## config.mk

```make
export PLATFORM = sky130hd
export DESIGN_NAME = cfg_serial_master
export DESIGN_NICKNAME = d
export VERILOG_FILES = /design/src/rtl/cfg_sm_pkg.sv /design/src/rtl/cfg_sclk_gen.sv /design/src/rtl/cfg_cmd_shifter.sv /design/src/rtl/cfg_rx_deser.sv /design/src/rtl/cfg_serial_master.sv
export SDC_FILE = /design/constraint.sdc
export NUM_CORES = 1
export LEC_CHECK = 0
export BUFFER_PORTS_ARGS = -buffer_cell sky130_fd_sc_hd__buf_2
export CORE_MARGIN = 2
export CORE_UTILIZATION = 39
export CTS_BUF_LIST = sky130_fd_sc_hd__clkbuf_8
export CTS_CLUSTER_SIZE = 14
export DETAILED_ROUTE_END_ITERATION = 7
export GPL_TIMING_DRIVEN = 0
export SYNTH_ARGS = -nofsm -noshare
export SYNTH_HDL_FRONTEND = slang
export SYNTH_SLANG_ARGS = --single-unit
```

## constraint.sdc

```tcl
create_clock -name clk -period 1.95 [get_ports clk]
set_input_delay 0.0975 -clock clk [delete_from_list [all_inputs] [get_ports clk]]
set_output_delay 0.0975 -clock clk [all_outputs]
set_load 0.005 [all_outputs]
```

## src/rtl/cfg_sm_pkg.sv

```systemverilog
package cfg_sm_pkg;

    localparam int          CMD_BITS   = 32;
    localparam logic [7:0]  READ_OP    = 8'h03;
    localparam logic [23:0] START_ADDR = 24'h00_0000;

    typedef enum logic [0:0] {
        ST_IDLE = 1'b0,
        ST_XFER = 1'b1
    } xfer_state_e;

    typedef struct packed {
        logic [7:0] data;
        logic       valid;
    } rx_byte_t;

    function automatic logic [CMD_BITS-1:0] cmd_word();
        return {READ_OP, START_ADDR};
    endfunction

endpackage

```

## src/rtl/cfg_sclk_gen.sv

```systemverilog
module cfg_sclk_gen #(
    parameter int HALF = 2
) (
    input  logic clk,
    input  logic rst,
    input  logic en,
    output logic sclk,
    output logic fall_tick
);
    localparam int CW = (HALF > 1) ? $clog2(HALF) : 1;

    logic [CW-1:0] ph_cnt;
    logic          ph_last;

    assign ph_last   = en && (ph_cnt == CW'(HALF - 1));
    assign fall_tick = ph_last && sclk;

    always_ff @(posedge clk) begin
        if (rst || !en) begin
            ph_cnt <= '0;
            sclk   <= 1'b0;
        end else if (ph_last) begin
            ph_cnt <= '0;
            sclk   <= ~sclk;
        end else begin
            ph_cnt <= ph_cnt + 1'b1;
        end
    end
endmodule

```

## src/rtl/cfg_cmd_shifter.sv

```systemverilog
module cfg_cmd_shifter
    import cfg_sm_pkg::*;
(
    input  logic clk,
    input  logic rst,
    input  logic load,
    input  logic shift,
    output logic bit_o
);
    logic [CMD_BITS-1:0] sr;

    assign bit_o = sr[CMD_BITS-1];

    always_ff @(posedge clk) begin
        if (rst) begin
            sr <= '0;
        end else if (load) begin
            sr <= cmd_word();
        end else if (shift) begin
            sr <= {sr[CMD_BITS-2:0], 1'b0};
        end
    end
endmodule

```

## src/rtl/cfg_rx_deser.sv

```systemverilog
module cfg_rx_deser
    import cfg_sm_pkg::*;
(
    input  logic     clk,
    input  logic     rst,
    input  logic     clr,
    input  logic     sample,
    input  logic     bit_i,
    output rx_byte_t out_o
);
    logic [6:0] acc;
    logic [2:0] bit_cnt;

    always_ff @(posedge clk) begin
        if (rst) begin
            acc       <= '0;
            bit_cnt   <= '0;
            out_o     <= '0;
        end else begin
            out_o.valid <= 1'b0;
            if (clr) begin
                bit_cnt <= '0;
            end else if (sample) begin
                acc     <= {acc[5:0], bit_i};
                bit_cnt <= bit_cnt + 1'b1;
                if (bit_cnt == 3'd7) begin
                    out_o.data  <= {acc, bit_i};
                    out_o.valid <= 1'b1;
                end
            end
        end
    end
endmodule

```

## src/rtl/cfg_serial_master.sv

```systemverilog
module cfg_serial_master
    import cfg_sm_pkg::*;
#(
    parameter int CLK_DIV  = 4,
    parameter int CFG_BITS = 64
) (
    input  logic       clk,
    input  logic       rst,
    input  logic       start_i,
    input  logic       flash_miso_i,
    output logic       flash_sclk_o,
    output logic       flash_sclk_oe_o,
    output logic       flash_mosi_o,
    output logic       flash_mosi_oe_o,
    output logic       flash_cs_n_o,
    output logic       flash_cs_oe_o,
    output logic       done_pull_low_o,
    output logic [7:0] data_byte_o,
    output logic       data_valid_o
);
    localparam int HALF  = CLK_DIV / 2;
    localparam int TOTAL = CMD_BITS + CFG_BITS;
    localparam int FW    = $clog2(TOTAL + 1);

    xfer_state_e state;
    logic [FW-1:0] fall_cnt;
    logic          busy, fall_tick, accept, cmd_bit, sclk_i;
    logic          do_shift, do_sample;
    rx_byte_t      rx;

    assign busy      = (state == ST_XFER);
    assign accept    = (state == ST_IDLE) && start_i;
    assign do_shift  = busy && fall_tick && (fall_cnt < FW'(CMD_BITS - 1));
    assign do_sample = busy && fall_tick && (fall_cnt >= FW'(CMD_BITS));

    always_ff @(posedge clk) begin
        if (rst) begin
            state    <= ST_IDLE;
            fall_cnt <= '0;
        end else if (accept) begin
            state    <= ST_XFER;
            fall_cnt <= '0;
        end else if (busy && fall_tick) begin
            fall_cnt <= fall_cnt + 1'b1;
            if (fall_cnt == FW'(TOTAL - 1)) begin
                state <= ST_IDLE;
            end
        end
    end

    cfg_sclk_gen #(.HALF(HALF)) u_sclk (
        .clk       (clk),
        .rst       (rst),
        .en        (busy),
        .sclk      (sclk_i),
        .fall_tick (fall_tick)
    );

    cfg_cmd_shifter u_cmd (
        .clk   (clk),
        .rst   (rst),
        .load  (accept),
        .shift (do_shift),
        .bit_o (cmd_bit)
    );

    cfg_rx_deser u_rx (
        .clk    (clk),
        .rst    (rst),
        .clr    (accept),
        .sample (do_sample),
        .bit_i  (flash_miso_i),
        .out_o  (rx)
    );

    assign flash_sclk_o    = sclk_i;
    assign flash_sclk_oe_o = busy;
    assign flash_mosi_o    = busy & cmd_bit;
    assign flash_mosi_oe_o = busy;
    assign flash_cs_n_o    = ~busy;
    assign flash_cs_oe_o   = busy;
    assign done_pull_low_o = busy;
    assign data_byte_o     = rx.data;
    assign data_valid_o    = rx.valid;
endmodule

```

==> results of run 1 <==
==> metal layers <==
metal / up-vias / share of wire / GRT usage
met5: - / 0 / 0
met4: 0 / 0.020 / 0.0638
met3: 6 / 0.053 / 0.0573
met2: 24 / 0.48 / 0.241
met1: 506 / 0.45 / 0.168
li1: 547 / - / -
==> state kept, by name, summed over array words and instances, names as in the netlist <==
| name | count |
|---|---|
| u_rx.bit_cnt | 3 |
| u_rx.acc | 7 |
| u_rx.out_o | 9 |
| done_pull_low_o | 1 |
| u_sclk.ph_cnt | 1 |
| u_cmd.sr | 8 |
| fall_cnt | 7 |
| u_sclk.sclk | 1 |
==> critical path, cell delays in order, from the launching register on <==
cell and delay (ps):
dfxtp_1 340, or2_4 280, a311oi_4 540, mux2i_1 250, a21oi_1 80
==> final cells by class <==
cell class	instances	share of cell area
repair buffers	19	0.0563
multi-input cells	105	0.376
well taps	48	0.0355
clock inverters	1	0.00296
clock buffers	7	0.0570
flip-flops and latches	37	0.439
inverters	1	0.00222
plain buffers	10	0.0311
==> kinds of logic (layout without fill, tap and decap cells) <==
kind of cell	count (synthesis)	after routing
mux	15	15
simple gates	65	65
fa+ha+maj	3	3
xor+xnor	8	8
flops	37	37
buf+inv	11	38
compound gates	14	14
==> cells in the final DEF (no fill, tap or decap), types with 2 or more instances in the layout <==
cell type	instances
ha_1	3
buf_4	3
xor2_1	4
nand2b_1	3
clkbuf_1	4
nand2_1	25
buf_2	22
xnor2_1	4
clkbuf_8	7
nor2_1	25
and3_1	4
dfxtp_1	36
nand4_1	2
mux2i_1	15
and2_1	3
a21oi_1	12
==> metrics by stage <==
step | area [sq um] | power (mW) | utilization | hold slack, ps
after CTS | 1690 | 1.41 | 0.468 | 58.6
final | 1690 | 1.39 | 0.469 | 59.7
after detailed placement | 1590 | 0.832 | 0.440 | 368
after global routing | 1690 | 1.46 | 0.469 | 55.8
after global placement | 1590 | 0.830 | 0.440 | 360
after floorplan | 1430 | 0.812 | - | 233
==> worst paths after layout <==
check / start / endpoint / slack (ps) / cells past startpoint
worst min-delay path: flash_miso_i / u_rx.acc[0] / 60 / 3
worst max register to register: fall_cnt[5] / u_cmd.sr[25] / 320 / 4
worst min register to register: u_rx.acc[6] / u_rx.acc[6] / 460 / 2
worst max-delay path: fall_cnt[5] / u_cmd.sr[25] / 320 / 4
==> power by group <==
group	internal [mW]	switching, mW	total (mW)
clock	0.319	0.252	0.571
combinational	0.0197	0.0252	0.0450
sequential	0.762	0.00726	0.769
==> what timing repair did <==
item,in CTS,in global routing
buffers inserted,0,0
setup endpoints to repair,0,6
endpoints found under the hold margin,0,0
gates resized for setup,0,1
==> results_dict.tcl, run 1 <==
set metrics [dict create \
    status "finished, final reports clean" \
    synth_compound_area_frac 0.0664 \
    finalHoldViolations 0 \
    synth_seq_cells 37 \
    synth_area_per_cell_sq_um 9.36 \
    numPortBuffers 19 \
    drive_above_1_share 0.200 \
    seq_area_sq_um 742 \
    overflow 0 \
    slew-limit-headroom 0.626 \
    place_inst 220 \
    fin_crit_sh 0.837 \
    nNetsFinal 186 \
    drv_slew 0 \
    required_ps 2110 \
    postRouteAntennaNets 0 \
    grt_start_max_net_pins 12 \
    worstSkewPairLatency_ps 290 \
    pre_cts_slack_ps 197 \
    rows 22 \
    yosys-top-cells-count "dfxtp_1, nand2_1, nor2_1, mux2i_1, a21oi_1" \
    synth_xor_area_frac 0.0489 \
    syn_nets 160 \
    min_path_type "in2reg" \
    dieArea_sq_um 4170 \
    drt_first_pass_iters 4 \
    synthCells 153 \
    syn_area_sq_um 1430 \
    core_sq_um 3610 \
    fin_crit_ps 1630 \
    dieWidth_microns 64.6 \
    fill_cells 357 \
    drc 0 \
    cts_root_buf "clkbuf_8" \
    ir_drop_v 0.000369 \
    yosysTopAreaCellShare 0.517 \
    yosys_warnings 0 \
    finalSetupTns_ps 0 \
    areaGrowthSynthToFinish_pct 18.0 \
    grt_pass1_wl_microns 4620 \
    leakagePower_nw 0.672 \
    p_per_area_nw_per_um2 819 \
    antenna_cells 0 \
    clock_sinks 37 \
    grt_usage 0.146 \
    cts.path.max_buffers 2 \
    clock.fmax_mhz 613 \
    synth.area.top_cells "dfxtp_1, mux2i_1, nand2_1" \
    critPathCaptureType "flip-flop" \
    multi_input_area_sq_um 636 \
    path_class "reg2reg" \
    seq_area_frac_synth 0.517 \
    rsz0062_at_grt "no" \
    postRouteWirelength_microns 2610 \
    synthSimpleGateAreaFrac 0.197 \
    muxShareOfSynthArea 0.105 \
    antenna_found_initial 0 \
    cp_max_fo 8 \
    gp_congestion 0.784 \
    synthArstFlopShare 0 \
    cts_tree "done" \
    synthAdderAreaFrac 0.0262 \
    vias 1083 \
    initial_core_util 0.397 \
    synth_top_family_by_area "simple AND/OR/NAND/NOR gates" \
    ctsHoldBuffers 0 \
    grt_pass1_vias 1045 \
    synth_area_leader_cell "dfxtp_1" \
    die_h_microns 64.6 \
    io_pins 20 \
    synth-edff-count 0 \
    stdcell_count 228 \
    tightest_slew_ps 560 \
    drv_cap 0 \
    synth.most_common_cell "dfxtp_1" \
    drt_iter0_drc 43 \
    critPathArrivalTime_ps 1790 \
    skew_ps 2.50 \
    wl_per_cell_microns 11.4 \
    viasPerCell 4.75 \
    finalSetupViolCount 0 \
    cts_buffers 5 \
    synth_ff_type "dfxtp_1" \
    setup_ws_ps 318 \
    ctsHtreeMaxLevel 2 \
    path_clk_slew_ps 70 \
    dp_hpwl_microns 1930 \
    start_kind "flip-flop" \
    yosysUniqueCellTypes 21 \
]
Power figures use the tool's default switching activity.
==> run 2, diff against run 1 <==
- clock period: 1.95 -> 1.35 ns (I/O delays scaled with it)
==> results_dict.tcl, run 2 (synthesis results as in run 1) <==
set metrics [dict create \
    status "finished, violations left" \
    violations "setup timing" \
    slew-limit-headroom 0.714 \
    start_kind "flip-flop" \
    critPathArrivalTime_ps 1560 \
    final_cell_mix "dfxtp_1, nand2_1, nor2_1, buf_2, buf_4" \
    drive_above_1_share 0.349 \
    place_area_sq_um 1610 \
    cts_tree "done" \
    slowest_delay_ps 330 \
    reg_top3 "u_rx.out_o x9, u_cmd.sr x8" \
    core_sq_um 3610 \
    crit_start "fall_cnt[2]" \
    skew_ps 7.43 \
    path_clk_slew_ps 70 \
    grt_pass1_vias 1029 \
    postRouteWirelength_microns 2790 \
    nNetsFinal 201 \
    pre_cts_slack_ps -242 \
    grt_usage 0.147 \
    final_common_cell "dfxtp_1" \
    top_register "u_rx.out_o" \
    required_ps 1520 \
    clock_sinks 37 \
    fin_util 0.522 \
    path_class "reg2reg" \
    cts.path.max_buffers 2 \
    initial_core_util 0.397 \
    postRouteAntennaNets 0 \
    rows 22 \
    overflow 0 \
    min_path_type "in2reg" \
    ctsHoldBuffers 0 \
    finalHoldViolations 0 \
    dp_hpwl_microns 1810 \
    numPortBuffers 19 \
    ctsHtreeMaxLevel 2 \
    grt_pass1_wl_microns 4620 \
    leakagePower_nw 0.765 \
    clock.fmax_mhz 717 \
    io_pins 20 \
    cts_buffers 5 \
    grt_start_max_net_pins 12 \
    drc 0 \
    r2r_start "fall_cnt[2]" \
    dieWidth_microns 64.6 \
    fin_crit_sh 1.03 \
    drv_slew 0 \
    grt_util_met2 0.246 \
    cts_root_buf "clkbuf_8" \
    finalSetupViolCount 4 \
    ir_drop_v 0.000462 \
    areaGrowthSynthToFinish_pct 31.4 \
    final_area_sq_um 1880 \
    critPathCaptureType "flip-flop" \
    cpMaxStageDelayCell "dfxtp_2" \
    grt_util_met3 0.0573 \
    drt_iter0_drc 52 \
    viasPerCell 4.72 \
    path_delay_family "compound AO/OA/AOI/OAI gates" \
    gr-max-usage-layer "met2" \
    min_from "flash_miso_i" \
    rsz0062_at_grt "yes" \
    p_per_area_nw_per_um2 1040 \
    setup_ws_ps -45.5 \
    die_h_microns 64.6 \
    vias 1148 \
    gp_congestion 0.694 \
    tightest_slew_ps 429 \
    drt_first_pass_iters 4 \
    drv_cap 0 \
    wl_per_cell_microns 11.5 \
    whs_ps 33.6 \
    fin_crit_ps 1400 \
    dieArea_sq_um 4170 \
    antenna_cells 0 \
    finalPower_mw 1.96 \
    worstSkewPairLatency_ps 290 \
    worstPathCellList "and3_4 -> a311oi_4 -> buf_12 -> mux2i_1 -> a21oi_1" \
    cp_max_fo 8 \
    fill_cells 335 \
    grtUsageMet1 0.170 \
    antenna_found_initial 0 \
    timing.critical_path.buf_inv 1 \
    largest_reg_flops 9 \
]
run 2: cell types whose count changed in the layout (fill, tap and decap cells not counted), sizes merged:
cell	before	now
buf	25	41
clkbuf	11	9
clkinv	1	0
inv	1	3
run 2: path summary, 6_finish.rpt:
check                           depth (start not counted)  slack (ps)               to
worst min-delay path                                    3          30    u_rx.out_o[1]
worst max register to register                          5         -50     u_cmd.sr[25]
worst min register to register                          2         460  u_rx.bit_cnt[1]
worst max-delay path                                    5         -50     u_cmd.sr[25]
run 2: worst reg2reg max path, cell delays in order (launching register included):
cell	delay [ps]
dfxtp_2	330
and3_4	190
a311oi_4	330
buf_12	170
mux2i_1	180
a21oi_1	80
run 2: timing repair:
action / 4_1_cts / 5_1_grt
setup buffers: 11 / 6
setup endpoints to repair: 21 / 30
endpoints found under the hold margin: 0 / 0
pin swaps: 2 / 4
gates resized for setup: 9 / 13
cloned: 1 / 0
run 2: stage by stage:
| step | TNS (ps) | cells |
|---|---|---|
| floorplan | -375 | 153 |
| global route | -818 | 243 |
| detailed placement | -3070 | 220 |
| CTS | -317 | 240 |
| finish | -102 | 243 |
| global placement | -2320 | 220 |
run 2: cell type report:
cell class              instances  area, sq um  share of cell area
inverters                       1         3.75             0.00199
repair buffers                 37          246               0.131
well taps                      48         60.1              0.0319
clock inverters                 2         7.51             0.00399
multi-input cells             105          678               0.360
plain buffers                   7         48.8              0.0259
flip-flops and latches         37          756               0.401
clock buffers                   6         82.6              0.0439
run 2: power breakdown:
group / switching [mW] / internal [mW]
Clock: 0.370 / 0.401
Combinational: 0.0431 / 0.0413
Sequential: 0.00774 / 1.10
run 2: routing by layer:
metal / vias to the layer above / wire length (microns)
met5: - / 0
met2: 25 / 1410
met1: 530 / 1210
met3: 5 / 127
met4: 0 / 42
li1: 588 / -
==> run 3, diff against run 2 <==
- clock period: 1.35 -> 1.49 ns (I/O delays scaled with it)
==> results_dict.tcl, run 3 (synthesis results as in run 1) <==
set metrics [dict create \
    whs_ps 34.5 \
    critPathCaptureType "flip-flop" \
    p_per_area_nw_per_um2 1060 \
    path_class "reg2reg" \
    slowest_delay_ps 330 \
    worstSkewPairLatency_ps 290 \
    areaGrowthSynthToFinish_pct 27.9 \
    antenna_found_initial 0 \
    worstPathCellList "or2_4 -> a311oi_4 -> buf_12 -> mux2i_1 -> a21oi_1" \
    crit_start "fall_cnt[6]" \
    start_kind "flip-flop" \
    drt_iter0_drc 49 \
    tightest_slew_ps 443 \
    ir_drop_v 0.000425 \
    gp_congestion 0.720 \
    cts_tree "done" \
    finalPower_mw 1.94 \
    setup_ws_ps 94.3 \
    postRouteWirelength_microns 2540 \
    pre_cts_slack_ps -210 \
    grt_usage 0.137 \
    r2r_start "fall_cnt[6]" \
    cts_buffers 5 \
    rsz0062_at_grt "no" \
    status "finished, final reports clean" \
    fin_crit_ps 1400 \
    skew_ps 7.05 \
    drv_slew 0 \
    finalSetupTns_ps 0 \
    drv_cap 0 \
    ctsHoldBuffers 0 \
    final_cell_mix "dfxtp_1, nand2_1, nor2_1, buf_2, mux2i_1" \
    postRouteAntennaNets 0 \
    finalHoldViolations 0 \
    drive_above_1_share 0.293 \
    slew-limit-headroom 0.704 \
    numPortBuffers 19 \
    cpMaxStageDelayCell "dfxtp_2" \
    grt_pass1_wl_microns 4280 \
    antenna_cells 0 \
    required_ps 1660 \
    cts.path.max_buffers 2 \
    vias 1079 \
    wl_per_cell_microns 10.8 \
    leakagePower_nw 0.731 \
    dieArea_sq_um 4170 \
    drc 0 \
    whs_path_depth 3 \
    min_from "flash_miso_i" \
    path_clk_slew_ps 70 \
    drt_first_pass_iters 4 \
    ff2ff_path_depth 5 \
    initial_core_util 0.397 \
    io_pins 20 \
    final_common_cell "dfxtp_1" \
    overflow 0 \
    die_h_microns 64.6 \
    clock_sinks 37 \
    top_register "u_rx.out_o" \
    cts_root_buf "clkbuf_8" \
    nNetsFinal 194 \
    core_sq_um 3610 \
    reg_top3 "u_rx.out_o x9, u_cmd.sr x8" \
    critPathArrivalTime_ps 1560 \
    dp_hpwl_microns 1720 \
    largest_reg_flops 9 \
    dieWidth_microns 64.6 \
    fin_crit_sh 0.937 \
    viasPerCell 4.57 \
    grt_pass1_vias 997 \
    rows 22 \
    clock.fmax_mhz 717 \
    cp_max_fo 8 \
    min_path_type "in2reg" \
    reg2reg_slack_ps 90 \
    stdcell_count 236 \
    finalSetupViolCount 0 \
    grt_start_max_net_pins 12 \
    place_inst 220 \
    ctsHtreeMaxLevel 2 \
]
run 3: final cells by class:
cell class / instances / area (sq um)
inverter: 1 / 3.75
clock buffer: 6 / 82.6
fill: 349 / 1770
tap: 48 / 60.1
multi-input combinational: 105 / 659
buffer: 10 / 70.1
sequential: 37 / 754
timing repair buffer: 27 / 168
clock inverter: 2 / 33.8
run 3: per-stage QoR:
step	instance area, sq um	utilization
2_1_floorplan	1430	-
3_3_place_gp	1590	0.441
3_5_place_dp	1590	0.441
4_1_cts	1730	0.481
5_1_grt	1830	0.508
6_report	1830	0.508
run 3: routing by layer:
metal,part of all wire,track usage
met5,0,0
met3,0.047,0.0625
met4,0.022,0.0638
met2,0.47,0.212
met1,0.46,0.160
run 3: worst paths after layout:
kind	end
worst max-delay path	u_cmd.sr[25]
worst min register to register	u_sclk.ph_cnt
worst max register to register	u_cmd.sr[25]
worst min-delay path	u_rx.acc[0]
run 3: critical path, delay by kind of cell (launching register included):
| family | cells | cell delay (ps) |
|---|---|---|
| DFF | 1 | 330 |
| AOI/OAI and AO/OA | 2 | 330 |
| and+or+nand+nor | 1 | 270 |
| buffers and inverters | 1 | 170 |
| muxes | 1 | 170 |
run 3: repair_timing:
| item | CTS | global route |
|---|---|---|
| cloned | 0 | 1 |
| gates resized for setup | 4 | 18 |
| endpoints found under the hold margin | 0 | 0 |
| pin swaps | 1 | 2 |
| setup endpoints to repair | 21 | 20 |
| buffers inserted | 1 | 6 |
run 3: report_power, final:
part / total [mW] / internal, mW / switching, mW / leakage [nW]
clock network: 0.871 / 0.538 / 0.333 / 0.0626
logic: 0.0654 / 0.0312 / 0.0342 / 0.365
registers: 1.00 / 0.995 / 0.00959 / 0.303
